### src/rtl/dcb_pkg.sv
package dcb_pkg;

    localparam int BLK_DEF = 16;
    localparam int OFS_W_DEF = 4;
    localparam int RD_W_DEF = 8;

    typedef struct packed {
        logic valid;
        logic data;
    } sbit_t;

    // Inversion decision: both nonzero and of the same sign.
    function automatic logic invert_rule(input int running, input int blk);
        return (running != 0) && (blk != 0) && ((running < 0) == (blk < 0));
    endfunction

endpackage

### src/rtl/dcb_start_gate.sv
module dcb_start_gate #(
    parameter int OFS_W = dcb_pkg::OFS_W_DEF
) (
    input  logic             clk,
    input  logic             rst,
    input  logic             sfd,
    input  logic             code_en,
    input  logic             dly_en,
    input  logic [OFS_W-1:0] ofs_bytes,
    input  logic             bit_taken,
    input  logic             bit_last,
    output logic             coding
);
    localparam int CW = OFS_W + 3;

    logic          in_frame;
    logic          en_q;
    logic [CW-1:0] remain;

    always_ff @(posedge clk) begin
        if (rst) begin
            in_frame <= 1'b0;
            en_q     <= 1'b0;
            remain   <= '0;
        end else if (sfd) begin
            in_frame <= 1'b1;
            en_q     <= code_en;
            remain   <= dly_en ? {ofs_bytes, 3'b000} : '0;
        end else if (bit_taken && in_frame) begin
            if (bit_last) begin
                in_frame <= 1'b0;
            end else if (remain != '0) begin
                remain <= remain - 1'b1;
            end
        end
    end

    assign coding = in_frame && en_q && (remain == '0);

endmodule

### src/rtl/dcb_tx_enc.sv
module dcb_tx_enc
    import dcb_pkg::*;
#(
    parameter int BLK  = BLK_DEF,
    parameter int RD_W = RD_W_DEF
) (
    input  logic  clk,
    input  logic  rst,
    input  logic  sfd,
    input  logic  coding,
    input  logic  in_valid,
    input  logic  in_bit,
    input  logic  in_last,
    output logic  in_ready,
    output logic  taken,
    output sbit_t out_q
);
    localparam int CW = $clog2(BLK + 1);
    localparam int IW = $clog2(BLK);

    logic [BLK-1:0]         col_buf, snd_buf;
    logic [CW-1:0]          col_cnt, snd_cnt, snd_slot, ones;
    logic                   flush_pend, snd_busy, snd_inv;
    logic signed [RD_W-1:0] rd;
    logic                   col_full, snd_free, xfer, do_inv;
    int                     disp_i;
    sbit_t                  emit;

    assign col_full = (col_cnt == CW'(BLK));
    assign snd_free = !snd_busy || (snd_slot == snd_cnt);
    assign xfer     = snd_free && (col_full || flush_pend);

    // Coded path stalls only while the collector is full; bypass waits for a drained pipe.
    assign in_ready = coding ? (!col_full && !flush_pend)
                             : (!snd_busy && !flush_pend && (col_cnt == '0));
    assign taken    = in_valid && in_ready;

    always_comb begin
        ones = '0;
        for (int i = 0; i < BLK; i++) begin
            ones = ones + CW'(col_buf[i]);
        end
        disp_i = 2 * int'(ones) - BLK;
        do_inv = col_full && invert_rule(int'(rd), disp_i);
    end

    always_comb begin
        emit = '0;
        if (snd_busy) begin
            emit.valid = 1'b1;
            emit.data  = (snd_slot == '0) ? snd_inv
                                          : (snd_buf[IW'(snd_slot - 1'b1)] ^ snd_inv);
        end else if (taken && !coding) begin
            emit.valid = 1'b1;
            emit.data  = in_bit;
        end
    end

    always_ff @(posedge clk) begin
        if (rst) begin
            out_q      <= '0;
            col_buf    <= '0;
            snd_buf    <= '0;
            col_cnt    <= '0;
            snd_cnt    <= '0;
            snd_slot   <= '0;
            flush_pend <= 1'b0;
            snd_busy   <= 1'b0;
            snd_inv    <= 1'b0;
            rd         <= '0;
        end else begin
            out_q <= emit;
            if (taken && coding) begin
                col_buf[col_cnt[IW-1:0]] <= in_bit;
                col_cnt                  <= col_cnt + 1'b1;
                if (in_last) flush_pend <= 1'b1;
            end
            if (xfer) begin
                snd_buf    <= col_buf;
                snd_cnt    <= col_cnt;
                snd_inv    <= do_inv;
                snd_slot   <= '0;
                snd_busy   <= 1'b1;
                col_cnt    <= '0;
                flush_pend <= 1'b0;
                if (col_full) rd <= rd + RD_W'(do_inv ? -disp_i : disp_i);
            end else if (snd_busy) begin
                if (snd_slot == snd_cnt) snd_busy <= 1'b0;
                else                     snd_slot <= snd_slot + 1'b1;
            end
            if (sfd) rd <= '0;
        end
    end

    AST_TX_BYPASS: assert property (@(posedge clk) disable iff (rst)
        (taken && !coding) |=> (out_q.valid && out_q.data == $past(in_bit)));
    AST_MARKER_FIRST: assert property (@(posedge clk) disable iff (rst)
        (snd_busy && snd_slot == '0) |=> (out_q.valid && out_q.data == $past(snd_inv)));
    AST_PARTIAL_TRUE: assert property (@(posedge clk) disable iff (rst)
        (xfer && !col_full) |=> !snd_inv);
    AST_RD_BOUNDED: assert property (@(posedge clk) disable iff (rst)
        (int'(rd) <= BLK) && (int'(rd) >= -BLK));
    AST_STALL_WHEN_FULL: assert property (@(posedge clk) disable iff (rst)
        (coding && col_full) |-> !in_ready);

endmodule

### src/rtl/dcb_rx_dec.sv
module dcb_rx_dec
    import dcb_pkg::*;
#(
    parameter int BLK = BLK_DEF
) (
    input  logic  clk,
    input  logic  rst,
    input  logic  sfd,
    input  logic  coding,
    input  logic  in_valid,
    input  logic  in_bit,
    output sbit_t out_q
);
    localparam int CW = $clog2(BLK + 1);

    logic [CW-1:0] slot;
    logic          inv;
    sbit_t         emit;

    always_comb begin
        emit = '0;
        if (in_valid) begin
            if (!coding) begin
                emit.valid = 1'b1;
                emit.data  = in_bit;
            end else if (slot != '0) begin
                emit.valid = 1'b1;
                emit.data  = in_bit ^ inv;
            end
        end
    end

    always_ff @(posedge clk) begin
        if (rst) begin
            out_q <= '0;
            slot  <= '0;
            inv   <= 1'b0;
        end else begin
            out_q <= emit;
            if (sfd || !coding) begin
                slot <= '0;
            end else if (in_valid) begin
                if (slot == '0) begin
                    inv  <= in_bit;
                    slot <= CW'(1);
                end else begin
                    slot <= (slot == CW'(BLK)) ? '0 : slot + 1'b1;
                end
            end
        end
    end

    AST_RX_MARKER_DROP: assert property (@(posedge clk) disable iff (rst)
        (in_valid && coding && slot == '0) |=> !out_q.valid);
    AST_RX_BYPASS: assert property (@(posedge clk) disable iff (rst)
        (in_valid && !coding) |=> (out_q.valid && out_q.data == $past(in_bit)));
    AST_RX_SLOT_RANGE: assert property (@(posedge clk) disable iff (rst)
        slot <= CW'(BLK));

endmodule

### src/rtl/dcb_codec.sv
module dcb_codec #(
    parameter int BLK   = dcb_pkg::BLK_DEF,
    parameter int OFS_W = dcb_pkg::OFS_W_DEF,
    parameter int RD_W  = dcb_pkg::RD_W_DEF
) (
    input  logic             clk,
    input  logic             rst,
    input  logic             tx_code_en,
    input  logic             rx_code_en,
    input  logic             start_dly_en,
    input  logic [OFS_W-1:0] start_bytes,
    input  logic             tx_sfd,
    input  logic             tx_in_valid,
    input  logic             tx_in_bit,
    input  logic             tx_in_last,
    output logic             tx_in_ready,
    output logic             tx_out_valid,
    output logic             tx_out_bit,
    input  logic             rx_sfd,
    input  logic             rx_in_valid,
    input  logic             rx_in_bit,
    input  logic             rx_in_last,
    output logic             rx_out_valid,
    output logic             rx_out_bit
);
    import dcb_pkg::*;

    logic  tx_coding, rx_coding, tx_taken;
    sbit_t tx_o, rx_o;

    dcb_start_gate #(.OFS_W(OFS_W)) u_tx_gate (
        .clk(clk), .rst(rst), .sfd(tx_sfd), .code_en(tx_code_en),
        .dly_en(start_dly_en), .ofs_bytes(start_bytes),
        .bit_taken(tx_taken), .bit_last(tx_in_last), .coding(tx_coding)
    );

    dcb_start_gate #(.OFS_W(OFS_W)) u_rx_gate (
        .clk(clk), .rst(rst), .sfd(rx_sfd), .code_en(rx_code_en),
        .dly_en(start_dly_en), .ofs_bytes(start_bytes),
        .bit_taken(rx_in_valid), .bit_last(rx_in_last), .coding(rx_coding)
    );

    dcb_tx_enc #(.BLK(BLK), .RD_W(RD_W)) u_tx (
        .clk(clk), .rst(rst), .sfd(tx_sfd), .coding(tx_coding),
        .in_valid(tx_in_valid), .in_bit(tx_in_bit), .in_last(tx_in_last),
        .in_ready(tx_in_ready), .taken(tx_taken), .out_q(tx_o)
    );

    dcb_rx_dec #(.BLK(BLK)) u_rx (
        .clk(clk), .rst(rst), .sfd(rx_sfd), .coding(rx_coding),
        .in_valid(rx_in_valid), .in_bit(rx_in_bit), .out_q(rx_o)
    );

    assign tx_out_valid = tx_o.valid;
    assign tx_out_bit   = tx_o.data;
    assign rx_out_valid = rx_o.valid;
    assign rx_out_bit   = rx_o.data;

endmodule

### config.mk
export PLATFORM = sky130hd
export DESIGN_NAME = dcb_codec
export DESIGN_NICKNAME = d
export VERILOG_FILES = /design/src/rtl/dcb_pkg.sv /design/src/rtl/dcb_start_gate.sv /design/src/rtl/dcb_tx_enc.sv /design/src/rtl/dcb_rx_dec.sv /design/src/rtl/dcb_codec.sv
export SDC_FILE = /design/constraint.sdc
export NUM_CORES = 1
export LEC_CHECK = 0
export ABC_CLOCK_PERIOD_IN_PS = 8400
export BUFFER_PORTS_ARGS = -buffer_cell sky130_fd_sc_hd__clkbuf_2
export CORE_MARGIN = 1
export CORE_UTILIZATION = 30
export DETAILED_ROUTE_END_ITERATION = 10
export GPL_TIMING_DRIVEN = 0
export SKIP_CTS_REPAIR_TIMING = 1
export SYNTH_ARGS = -nofsm -noshare
export SYNTH_HDL_FRONTEND = slang
export SYNTH_SLANG_ARGS = --single-unit
### constraint.sdc
create_clock -name clk -period 8.4 [get_ports clk]
set_input_delay 1.26 -clock clk [delete_from_list [all_inputs] [get_ports clk]]
set_output_delay 1.26 -clock clk [all_outputs]
set_load 0.01 [all_outputs]
[After elaboration in Yosys (flattened, before gate mapping)]
Index checks and enable logic that the tools add are counted.
Storage, ports and cells
  register bits after elaboration: 86
  bits of input ports: 17
  output and inout bits: 5
  logic and storage cells: 146
Cells by class
  $add $sub $neg: 24
  order comparisons: 5
  eq/ne operators: 6
  multiplexer cells: 32
  bitwise gates (word level): 5
  reduce and logical (&&, ||, !) cells: 53
Operator list (number)
  5-bit by 1-bit adder with 5-bit output: 14
  32-bit nonzero test: 2
  7-bit 2-to-1 mux: 9
  1-bit logical AND: 17
  16-bit bitwise mux: 1
  5-bit by 1-bit adder with 5-bit output, second input constant: 3
  5-bit zero test: 3
  7-bit zero test: 2
  7-bit nonzero test: 2
  7-bit by 1-bit subtractor with 7-bit output, second input constant: 2
  1-bit 2-to-1 mux: 13
  2-bit nonzero test: 6
  5-bit equality test, second input constant: 2
  4-bit by 5-bit < comparator with 1-bit output, second input constant: 2
  5-bit 2-to-1 mux: 2
  2-bit AND reduction: 5
  3-bit AND reduction: 3
  8-bit adder: 1
  8-bit by 1-bit < comparator with 1-bit output, second input constant: 1
  2-bit 2-to-1 mux: 4
  8-bit 2-to-1 mux: 1
  7-bit negator with 8-bit output: 1
  2-bit OR reduction: 4
  7-bit by 1-bit < comparator with 1-bit output, second input constant: 1
  14 further kinds: 24

[Depth between registers and ports, before layout]
  depth after elaboration: 22
  gate-level depth with buffers: 28
  mapped depth without buffers: 28

[Cells and area by module]
From an unflattened synthesis, not the netlist that was laid out.
Unflattened totals
  cell total of the unflattened synthesis: 520
  area total of the unflattened synthesis: 4926.0 µm²
Modules (own cells, without submodules)
  dcb_tx_enc: instances 1, cells an instance 361, area each 3422.0 µm², sequential area each 1181.1 µm²
  dcb_start_gate: instances 2, cells an instance 58, area each 536.8 µm², sequential area each 180.2 µm²
  dcb_rx_dec: instances 1, cells an instance 43, area each 430.4 µm², sequential area each 160.2 µm²

[Least setup slack after synthesis]
Ideal clock, no wire load.
  kind: flip-flop to flip-flop
  start point: register u_tx.col_buf[0]
  end point: register u_tx.rd[7]
  setup time: 0.074 ns
  arrival time: 6.446 ns
  data required time: 8.326 ns
  slack: 1.879 ns
  stages on the path, launching flop included: 27
  path buffers: 0
  period minus slack after synthesis: 6.521 ns
  path through: dfxtp_1 -> ha_1 -> inv_1 -> fa_1 -> fa_1 -> fa_1 -> fa_1 -> inv_1 -> ha_1 -> nor2b_1 -> o21ai_0 -> nand2_1 -> xnor2_1 -> inv_1 -> ha_1 -> nand2b_1 -> nor4b_1 -> nor2_1 -> o21bai_1 -> mux2_2 -> fa_1 -> a211oi_1 -> o21bai_1 -> a21oi_1 -> nand4b_1 -> o311a_1 -> a31oi_1
Between the ends
  cells in the longest elaborated chain, start to end: 22
  elaborated cells on any way between the ends: 25
  classes of those cells: add/sub: 18; order compare: 1; eq/ne: 1; mux: 1; reduce/logical: 4
Ends and longest elaborated chain
  start: declaration: RTL line dcb_tx_enc.sv:21  | logic [BLK-1:0] col_buf, snd_buf;
  start signal: indexed assignment: RTL line dcb_tx_enc.sv:74  | col_buf[col_cnt[IW-1:0]] <= in_bit;
  1-bit by 1-bit adder with 2-bit output (*): RTL line dcb_tx_enc.sv:41  | ones = ones + CW'(col_buf[i]);
  5-bit by 1-bit adder with 5-bit output (*) (14 in a row): RTL line dcb_tx_enc.sv:41
  6-bit by 5-bit subtractor with 7-bit output (*): RTL line dcb_tx_enc.sv:43  | disp_i = 2 * int'(ones) - BLK;
  7-bit by 1-bit < comparator with 1-bit output / 32-bit nonzero test (equally long branches): RTL line dcb_pkg.sv:14  | return (running != 0) && (blk != 0) && ((running < 0) == (blk < 0));
  1-bit equality test / 1-bit logical AND (equally long branches): RTL line dcb_pkg.sv:14
  1-bit logical AND: RTL line dcb_pkg.sv:14
  1-bit logical AND: RTL line dcb_tx_enc.sv:44  | do_inv = col_full && invert_rule(int'(rd), disp_i);
  8-bit 2-to-1 mux (*): RTL line dcb_tx_enc.sv:86  | if (col_full) rd <= rd + RD_W'(do_inv ? -disp_i : disp_i);
  8-bit adder (*): RTL line dcb_tx_enc.sv:86
  end signal: assignment: RTL line dcb_tx_enc.sv:86
  end: declaration: RTL line dcb_tx_enc.sv:24  | logic signed [RD_W-1:0] rd;
Mark *: on every way between the ends. The rest lies on a longest branch, timed or not.
A chain may end at the register's enable or synchronous reset.

[Final worst setup path]
Same ends and word-level chain as after synthesis.

==> results.cfg <==
[clock_tree]
cts_root_buffer = clkbuf_16
clock_path_buffers = 2
clk_latency_ns = 0.35
htree_levels = 3
path_clk_slew_ns = 0.07
cts_tree = yes
cts_buffers = 9
cts_sinks = 85

[drt]
drt_iter0_markers = 184
route.detailed.drc = 0
vias = 3749
wl_per_cell_um = 13.57
detail-route-antenna-nets = 0
via_per_inst = 4.869
drt-pass1-iter-count = 4
drt_wl_total_mm = 10.45

[timing]
fin_ws_ns = 1.061
fin_skew_ns = 0.009866
setup_viol = 0
slew_violations = 0
period_share = 0.8737
hold_viol_final = 0
min_period_ns = 7.339
worst_pin_slew_ns = 0.6114
max-slew-margin-rel = 0.5909
grt_setup_unrepaired = false
fmax_mhz = 136.3
finalSetupTns_ns = 0

[cells_and_area]
fin_nets = 607
regArea_um2 = 1702
mostFrequentLayoutCells = dfxtp_1 (85), nor2_1 (63), inv_1 (44)
area_growth_pct = 13.98
drive_above_1_share = 0.1073
fin_cells = 770
final_util = 0.3531
diodes = 0
final_common_cell = dfxtp_1
multi_input_area_um2 = 2730
n_fill_cell = 1578

[grt]
grt_pass1_wl_mm = 18.13
track_usage = 0.1404
grt_max_degree = 17
antenna_found_initial = 0
overflow = 0
grt_pass1_vias = 3715

[synthesis]
synth_cell_types = 65
synth_top_area_frac = 0.3586
synth_xor_area_frac = 0.06092
synth_compound_area_frac = 0.1448
synthSimpleGateAreaFrac = 0.1862
synth_area_um2 = 4745
synth_mux_area_frac = 0.07120
synthArstFlopShare = 0
synth.area.top_cells = dfxtp_1 (36%), ha_1 (6.6%), mux2i_1 (5.7%)
synth_top_family_by_area = simple AND/OR/NAND/NOR gates
synthFlopType = dfxtp_1
synth_adder_area_share = 0.1123
synth_seq_cells = 85
yosysSeqAreaShare = 0.3586
syn_inst = 525
yosys_warnings = 0
yosysTopAreaCell = dfxtp_1
synth_nets = 578
syn_area_per_cell_um2 = 9.037
synth_edf_count = 0

[critical_path]
r2r_slack_ns = 1.06
reg2reg_depth = 26
path_class = reg2reg
timing.rr.end = u_tx.rd[7]$_SDFFE_PP0P_
crit_fanout = 5
cp-end-kind = flip-flop
cp.required_ns = 8.67
rr_startpoint = u_tx.col_buf[0]$_SDFFE_PP0P_
cp-start-kind = flip-flop
crit_arrival_ns = 7.61

[min_path]
min_path_cells = 1
worstHoldEndpoint = u_tx.snd_buf[2]$_SDFFE_PP0P_
hp-class = reg2reg
hp-start = u_tx.snd_buf[2]$_SDFFE_PP0P_

[flow_run]
maxCapViolCount = 0

[die]
dieHeight_um = 127.8
top_level_ports = 22
start_util = 0.3098
die_w_um = 127.8
core_area_um2 = 15310
dieArea_um2 = 16320
fp-row-count = 45

[placement]
placedCellCount = 754
numPortBuffers = 18
place_ws_ns = 1.167
gp_congestion = 0.8039
hpwl_mm = 8.087

[run_status]
status = completed

[power]
power_density_nw_per_um2 = 160.1
ir_drop_uv = 116.9
power_leakage_nw = 2.190
total_power_uw = 866.0
per-stage QoR:
step                      hold WS, ns  instance area (um^2)
after floorplan                0.4438                  4745
after global placement         0.4606                  5099
after detailed placement       0.4653                  5099
after CTS                      0.4801                  5408
after global routing           0.5018                  5408
final                          0.4804                  5408
worst max-delay path by stage:
stage | start | cells after the start | end | slack (ns)
floorplan | u_tx.col_buf[0]$_SDFFE_PP0P_ | 26 | u_tx.rd[7]$_SDFFE_PP0P_ | 1.88
finish | u_tx.col_buf[0]$_SDFFE_PP0P_ | 26 | u_tx.rd[7]$_SDFFE_PP0P_ | 1.06
CTS | u_tx.col_buf[1]$_SDFFE_PP0P_ | 26 | u_tx.rd[7]$_SDFFE_PP0P_ | 1.13
global route | u_tx.col_buf[0]$_SDFFE_PP0P_ | 26 | u_tx.rd[7]$_SDFFE_PP0P_ | 0.38
detailed placement | u_tx.col_buf[0]$_SDFFE_PP0P_ | 26 | u_tx.rd[7]$_SDFFE_PP0P_ | 1.17
global placement | u_tx.col_buf[0]$_SDFFE_PP0P_ | 26 | u_tx.rd[7]$_SDFFE_PP0P_ | 1.32
synthesized netlist by cell type, types with 2 or more instances:
cell,count
o21bai_1,3
ha_1,25
xnor2_1,17
nand4b_1,2
o21ai_0,13
o311a_1,2
o31ai_1,2
nand2_1,32
or2_2,2
mux2_2,2
a21o_1,5
clkbuf_1,13
or3_1,2
nor3b_1,2
mux4_2,2
o211ai_1,5
a31oi_1,3
and3_1,2
nand3b_1,2
clkbuf_4,2
or4_1,2
nor2_1,63
nand4_1,11
nand3_1,18
nor3_1,12
buf_6,4
buf_2,3
a211oi_1,10
a21oi_1,21
buf_1,2
nor2b_1,7
fa_1,11
and2_1,2
dfxtp_1,85
xor2_1,16
inv_1,44
a22o_1,21
mux2i_1,27
nand2b_1,2
cell families (layout without fill, tap and decap cells):
kind of cell	Yosys count	count (layout)
multiplexers	31	31
flip-flops	85	85
AND/OR/NAND/NOR	173	173
buffers and inverters	70	104
AO/OA/AOI/OAI	97	97
adder cells (fa/ha/maj)	36	36
XOR/XNOR	33	33
cell type report:
class | instances | share of cell area
timing repair buffer | 18 | 0.01666
inverter | 44 | 0.03054
buffer | 26 | 0.02730
clock inverter | 7 | 0.01550
tap | 211 | 0.04882
multi-input combinational | 370 | 0.5049
sequential | 85 | 0.3147
clock buffer | 9 | 0.04165
where the power goes:
part	internal [mW]	switching (mW)	leakage (nW)	total, mW
clock	0.235	0.177	0.148	0.411
sequential	0.408	0.00375	0.688	0.412
combinational	0.0164	0.0262	1.35	0.0426
total	0.659	0.206	2.19	0.866
per-layer routing:
layer,GRT usage,up-vias,routed length [um]
met1,0.1806,1774,5015
met4,0.07197,0,219
met3,0.02504,13,416
li1,-,1896,-
met2,0.2254,66,4795
met5,0,-,0
critical path: stages, from the launching register on:
cell	delay (ns)
dfxtp_1	0.39
ha_1	0.25
inv_1	0.07
fa_1	0.42
fa_1	0.44
fa_1	0.50
fa_1	0.55
inv_1	0.07
ha_1	0.28
nor2b_1	0.12
o21ai_0	0.30
nand2_1	0.12
xnor2_1	0.34
inv_1	0.09
ha_1	0.33
nand2b_1	0.16
nor4b_1	0.36
nor2_1	0.11
o21bai_1	0.31
mux2_2	0.41
fa_1	0.47
a211oi_1	0.30
o21bai_1	0.16
a21oi_1	0.28
nand4b_1	0.14
o311a_1	0.14
a31oi_1	0.13
sequential cells by signal, indices dropped and copies added, names as in the netlist:
| signal | cells |
|---|---|
| u_tx.col_buf | 16 |
| u_tx.snd_inv | 1 |
| u_rx_gate.en_q | 1 |
| u_tx.snd_buf | 16 |
| u_rx.out_q | 2 |
| u_tx_gate.remain | 7 |
| u_tx.flush_pend | 1 |
| u_tx.snd_slot | 5 |
| u_tx.snd_busy | 1 |
| u_tx_gate.en_q | 1 |
| u_tx.rd | 7 |
| u_rx.slot | 5 |
| u_tx.out_q | 2 |
| u_rx_gate.remain | 7 |
| u_rx.inv | 1 |
| u_tx.col_cnt | 5 |
| u_rx_gate.in_frame | 1 |
| u_tx.snd_cnt | 5 |
| u_tx_gate.in_frame | 1 |
Power figures use the tool's default switching activity.
